<file path="src/rtl/fwd_pkg.sv">
// Shared definitions for the operand bypass selector.
// Assumes a fixed 2-bit select encoding consumed by the operand muxes.
package fwd_pkg;

    typedef enum logic [1:0] {
        SRC_RF  = 2'b00,
        SRC_WB  = 2'b01,
        SRC_MEM = 2'b10
    } fwd_src_e;

endpackage

</file>
<file path="src/rtl/fwd_detect.sv">
// Hazard detection for one operand: compares the operand's source
// register against the two later stages and picks the youngest valid
// producer. Assumes ZERO_REG names a register that is never written.
module fwd_detect
    import fwd_pkg::*;
#(
    parameter int REG_AW   = 5,
    parameter int ZERO_REG = 31
) (
    input  logic [REG_AW-1:0] src_reg,
    input  logic [REG_AW-1:0] mem_dst,
    input  logic              mem_wen,
    input  logic [REG_AW-1:0] wb_dst,
    input  logic              wb_wen,
    output fwd_src_e          sel
);

    localparam logic [REG_AW-1:0] ZREG = REG_AW'(ZERO_REG);

    logic mem_hit;
    logic wb_hit;

    // Qualify each stage: write enabled, not the zero register, same number.
    always_comb begin
        mem_hit = mem_wen && (mem_dst != ZREG) && (mem_dst == src_reg);
        wb_hit  = wb_wen  && (wb_dst  != ZREG) && (wb_dst  == src_reg);
    end

    // Priority: the younger memory-stage producer shadows write-back.
    always_comb begin
        if (mem_hit)
            sel = SRC_MEM;
        else if (wb_hit)
            sel = SRC_WB;
        else
            sel = SRC_RF;
    end

    // A source of the zero register can never match a legal producer.
    always_comb begin
        AST_ZERO_NEVER_BYPASSED: assert (!(src_reg == ZREG) || sel == SRC_RF)
            else $error("zero register selected a bypass");
        AST_DISABLED_WB_IGNORED: assert (wb_wen || sel != SRC_WB)
            else $error("write-back bypass without write enable");
    end

endmodule

</file>
<file path="src/rtl/fwd_mux.sv">
// Operand multiplexer for one ALU input. Assumes the select follows the
// package encoding; the unused code 11 falls back to the register file.
module fwd_mux
    import fwd_pkg::*;
#(
    parameter int DATA_W = 64
) (
    input  logic [1:0]        sel,
    input  logic [DATA_W-1:0] rf_val,
    input  logic [DATA_W-1:0] mem_val,
    input  logic [DATA_W-1:0] wb_val,
    output logic [DATA_W-1:0] opnd
);

    // Route the chosen source; any other code behaves as register file.
    always_comb begin
        case (sel)
            SRC_MEM: opnd = mem_val;
            SRC_WB:  opnd = wb_val;
            default: opnd = rf_val;
        endcase
    end

endmodule

</file>
<file path="src/rtl/fwd_unit.sv">
// Execute-stage operand bypass selector. One detector and one mux per
// ALU operand, built by a generate loop. Purely combinational; assumes
// the pipeline registers feeding it are held elsewhere.
module fwd_unit
    import fwd_pkg::*;
#(
    parameter int DATA_W   = 64,
    parameter int REG_AW   = 5,
    parameter int ZERO_REG = 31
) (
    input  logic [REG_AW-1:0] src_a_reg,
    input  logic [REG_AW-1:0] src_b_reg,
    input  logic [REG_AW-1:0] mem_dst_reg,
    input  logic              mem_wr_en,
    input  logic [REG_AW-1:0] wb_dst_reg,
    input  logic              wb_wr_en,
    input  logic [DATA_W-1:0] rf_a_val,
    input  logic [DATA_W-1:0] rf_b_val,
    input  logic [DATA_W-1:0] mem_alu_val,
    input  logic [DATA_W-1:0] wb_val,
    output logic [1:0]        sel_a,
    output logic [1:0]        sel_b,
    output logic [DATA_W-1:0] opnd_a,
    output logic [DATA_W-1:0] opnd_b
);

    localparam int NUM_OPND = 2;

    logic [REG_AW-1:0] src_arr [NUM_OPND];
    logic [DATA_W-1:0] rf_arr  [NUM_OPND];
    logic [1:0]        sel_arr [NUM_OPND];
    logic [DATA_W-1:0] out_arr [NUM_OPND];

    // Gather the per-operand inputs into indexed arrays.
    always_comb begin
        src_arr[0] = src_a_reg;
        src_arr[1] = src_b_reg;
        rf_arr[0]  = rf_a_val;
        rf_arr[1]  = rf_b_val;
    end

    for (genvar i = 0; i < NUM_OPND; i++) begin : g_opnd
        fwd_src_e det_sel;

        fwd_detect #(
            .REG_AW   (REG_AW),
            .ZERO_REG (ZERO_REG)
        ) u_det (
            .src_reg (src_arr[i]),
            .mem_dst (mem_dst_reg),
            .mem_wen (mem_wr_en),
            .wb_dst  (wb_dst_reg),
            .wb_wen  (wb_wr_en),
            .sel     (det_sel)
        );

        assign sel_arr[i] = det_sel;

        fwd_mux #(
            .DATA_W (DATA_W)
        ) u_mux (
            .sel     (sel_arr[i]),
            .rf_val  (rf_arr[i]),
            .mem_val (mem_alu_val),
            .wb_val  (wb_val),
            .opnd    (out_arr[i])
        );

        // Cross-check detector output against the mux data path.
        always_comb begin
            AST_SEL_LEGAL: assert (sel_arr[i] != 2'b11)
                else $error("illegal select code");
            AST_MEM_DATA_ROUTED: assert (sel_arr[i] != 2'b10 || out_arr[i] == mem_alu_val)
                else $error("memory-stage value not routed");
            AST_WB_DATA_ROUTED: assert (sel_arr[i] != 2'b01 || out_arr[i] == wb_val)
                else $error("write-back value not routed");
            AST_YOUNGER_WINS: assert (!(mem_wr_en && mem_dst_reg == src_arr[i]
                                        && mem_dst_reg != REG_AW'(ZERO_REG))
                                      || sel_arr[i] == 2'b10)
                else $error("younger producer not chosen");
        end
    end

    // Drive the named output ports from the operand arrays.
    always_comb begin
        sel_a  = sel_arr[0];
        sel_b  = sel_arr[1];
        opnd_a = out_arr[0];
        opnd_b = out_arr[1];
    end

endmodule

</file>
<file path="config.mk">
export PLATFORM = sky130hd
export DESIGN_NAME = fwd_unit
export DESIGN_NICKNAME = d
export VERILOG_FILES = /design/src/rtl/fwd_pkg.sv /design/src/rtl/fwd_detect.sv /design/src/rtl/fwd_mux.sv /design/src/rtl/fwd_unit.sv
export SDC_FILE = /design/constraint.sdc
export NUM_CORES = 1
export LEC_CHECK = 0
export ABC_AREA = 1
export CORE_AREA = 2 2 159 161
export DETAILED_ROUTE_END_ITERATION = 7
export DIE_AREA = 0 0 161 163
export PLACE_DENSITY_LB_ADDON = 0.15
export SYNTH_ARGS = -nofsm -noshare
export SYNTH_HDL_FRONTEND = slang
export SYNTH_SLANG_ARGS = --single-unit
</file>
<file path="constraint.sdc">
create_clock -name vclk -period 3.9
set_clock_uncertainty 0.15 [all_clocks]
set_input_delay 0.78 -clock vclk [all_inputs]
set_output_delay 0.78 -clock vclk [all_outputs]
set_load 0.01 [all_outputs]
</file>
==> metrics.log <==
INFO  metric fin_area = 0.008642 mm²
INFO  metric grt_overflow = 0
INFO  metric path_class = input pin to output pin
INFO  metric hold_violations = 0
INFO  metric route.detailed.vias_per_inst = approximately 4.6
INFO  metric rsz0062_at_grt = true
INFO  metric holdCritPathClass = input pin to output pin
INFO  metric synthesis.instances = 664
INFO  metric worstPathMaxFanout = 21
INFO  metric routed_wire_length_per_instance = around 19 µm
INFO  metric portBuffers = 410
INFO  metric switchingPower = 317.2 µW
INFO  metric seq_power_share = 0%
INFO  metric drt_iter0_markers = 361
INFO  metric detailroute.via_count = around 6.5k
INFO  metric finalNetCount = between 1k and 1.5k
INFO  metric power.combinational.fraction = 100.0%
INFO  metric report.final.slew_viol_count = 0
INFO  metric synth.lib_cells_used.distinct = 17
INFO  metric peak_freq = 263.8 MHz
INFO  metric drt.antenna.violating_nets = 0
INFO  metric initial_utilization = between 10% and 20%
INFO  metric cts_hold_buf = 0
INFO  metric multi_input_comb_area = 0.002829 mm²
INFO  metric n_sequential_cell = 0
INFO  metric post_dp_cell_area = a little over 0.008 mm²
INFO  metric grt_start_max_net_pins = 60
INFO  metric synth.cell_area = 0.003254 mm²
INFO  metric gpl.final_weighted_congestion = ~0.83
INFO  metric crit_arrival = roughly 2.9 ns
INFO  metric tightestPinTransition = 0.2716 ns
INFO  metric final.clkbuf_count = 0
INFO  metric end_kind = output pin
INFO  metric floorplan.die.width = between 150 and 200 µm
INFO  metric rows = 58
INFO  metric run_status = finished, final reports clean
INFO  metric synth_top_area_cell = sky130_fd_sc_hd__nand3_1
INFO  metric finalNonFillerCells = around 1.4k
INFO  metric finalWorstPathRequiredPeriod = roughly 3.8 ns
INFO  metric drc = 0
INFO  metric drive_above_1_share = between 10% and 20%
INFO  metric drt-total-wl = 27.35 mm
INFO  metric worst_slew_margin_rel = 81.89%
INFO  metric post-synth-top-area-fraction = around three fifths
INFO  metric dpl.hpwl = 19.58 mm
INFO  metric startpoint_type = input pin
INFO  metric timing.final.crit_share = between 90% and 100%
INFO  metric sequential_cell_area = 0 µm²
INFO  metric ys_warn_count = 0
INFO  metric swShare = 39.80%
INFO  metric finalSetupViolCount = 0
INFO  metric syn2layout_area_growth = 165.6%
INFO  metric core_area = about 0.025 mm²
INFO  metric maxCapViolCount = 0
INFO  metric via_count_of_the_first_global_routing_pass = approximately 6.3k
INFO  metric die_y_extent = between 150 and 200 µm
INFO  metric grtUsageTotal = 17.74%
INFO  metric share_clk_of_total_power = 0%
INFO  metric syn_nets = ~940
INFO  metric worst_ir_drop_vdd = between 40 and 50 µV
INFO  metric antenna_found_initial = 1
INFO  metric p_per_area = around 90 mW/mm²
INFO  metric num_io_pins = 410
INFO  metric wire_length_of_the_first_global_routing_pass = 37.12 mm
INFO  metric cellInternalPower = 479.9 µW
INFO  metric seq_area_frac_synth = 0%
INFO  metric antenna_cells_inserted = 0
INFO  metric worst_ep_required_time = about 3.0 ns
INFO  metric numPlacedInstances = around 1.4k
INFO  metric design.die.area = roughly 0.026 mm²
INFO  metric syn_avg_cell_area = around 5 µm²
INFO  metric final.fill_count = about 2.7k
INFO  metric static-leakage-power = just over 0.004 µW
INFO  metric dr.pass1.iters = 5
INFO  metric synth_area_leaders = sky130_fd_sc_hd__nand3_1 (60%), sky130_fd_sc_hd__nand2_1 (19%), sky130_fd_sc_hd__buf_2 (6.8%)
==> per-layer routing <==
layer  track usage, %  wire [µm]
met5                0         13
met4            3.328        534
met3            3.209       1790
met2            32.91      13730
met1            21.44      11280
==> per-stage QoR <==
stage                     hold slack, ns  util [%]  total power [µW]  worst slack [ns]  TNS (ns)
final                              2.109     35.03             797.1            0.1090         0
after global routing               2.133     35.03             854.8          -0.02506  -0.06687
after CTS                          2.216     33.15             799.9          -0.07816   -0.5382
after detailed placement           2.412     32.66             823.6           -0.1432    -7.229
after global placement             2.415     32.66             827.3           -0.1368    -5.911
after floorplan                    1.555         -             229.6             1.229         0
==> critical path, cell delays in order <==
cell,delay [ns]
sky130_fd_sc_hd__clkdlybuf4s50_1,0.43
sky130_fd_sc_hd__buf_4,0.16
sky130_fd_sc_hd__xnor2_2,0.14
sky130_fd_sc_hd__nand2_1,0.08
sky130_fd_sc_hd__nor2_2,0.12
sky130_fd_sc_hd__nand3_4,0.17
sky130_fd_sc_hd__buf_6,0.17
sky130_fd_sc_hd__clkbuf_16,0.19
sky130_fd_sc_hd__buf_6,0.15
sky130_fd_sc_hd__nand3_1,0.07
sky130_fd_sc_hd__nand3_1,0.09
sky130_fd_sc_hd__dlygate4sd2_1,0.29
==> logic make-up (layout without fill, tap and decap cells) <==
family                 Yosys count  after routing  share of synthesized area (%)
AND/OR/NAND/NOR                566            566                          81.16
XOR/XNOR                        10             10                          2.691
buffers and inverters           86            512                          15.42
AO/OA/AOI/OAI                    2              2                         0.7307
==> placed cells by master (no fill, tap or decap), drive strengths merged <==
master and count:
buf 76, bufbuf 1, clkbuf 9, clkdlybuf4s15 1
clkdlybuf4s50 276, clkinv 2, dlygate4sd2 76, dlymetal6s2s 57
inv 14, nand2 162, nand3 390, nand4 2
nor2 12, o21a 1, o21ai 1, xnor2 4
xor2 6
==> synth_stat cells, drive strengths merged <==
| cell type | number |
|---|---|
| nand2 | 162 |
| xor2 | 6 |
| clkbuf | 5 |
| o21a | 1 |
| xnor2 | 4 |
| nand4 | 2 |
| nor2 | 12 |
| o21ai | 1 |
| buf | 65 |
| inv | 16 |
| nand3 | 390 |
==> final timing paths <==
check | from | to | cells after the start
min | rf_a_val[48] | opnd_a[48] | 4
max | mem_dst_reg[0] | opnd_a[41] | 12
==> power groups by stage <==
stage                     sequential (µW)  combinational [µW]  clock (µW)
after floorplan                         0                 230           0
after global placement                  0                 827           0
after detailed placement                0                 824           0
after CTS                               0                 800           0
after global routing                    0                 855           0
final                                   0                 797           0
==> repair_timing <==
action,CTS,global route
setup endpoints to repair,118,58
cloned,3,9
pin swaps,3,4
setup buffers,10,3
gates resized for setup,96,73
==> layout make-up <==
| type | count | share of cell area [%] |
|---|---|---|
| inverters | 16 | 0.9845 |
| multi-input cells | 578 | 32.73 |
| well taps | 330 | 4.778 |
| repair buffers | 496 | 61.50 |
Power figures use the tool's default switching activity.
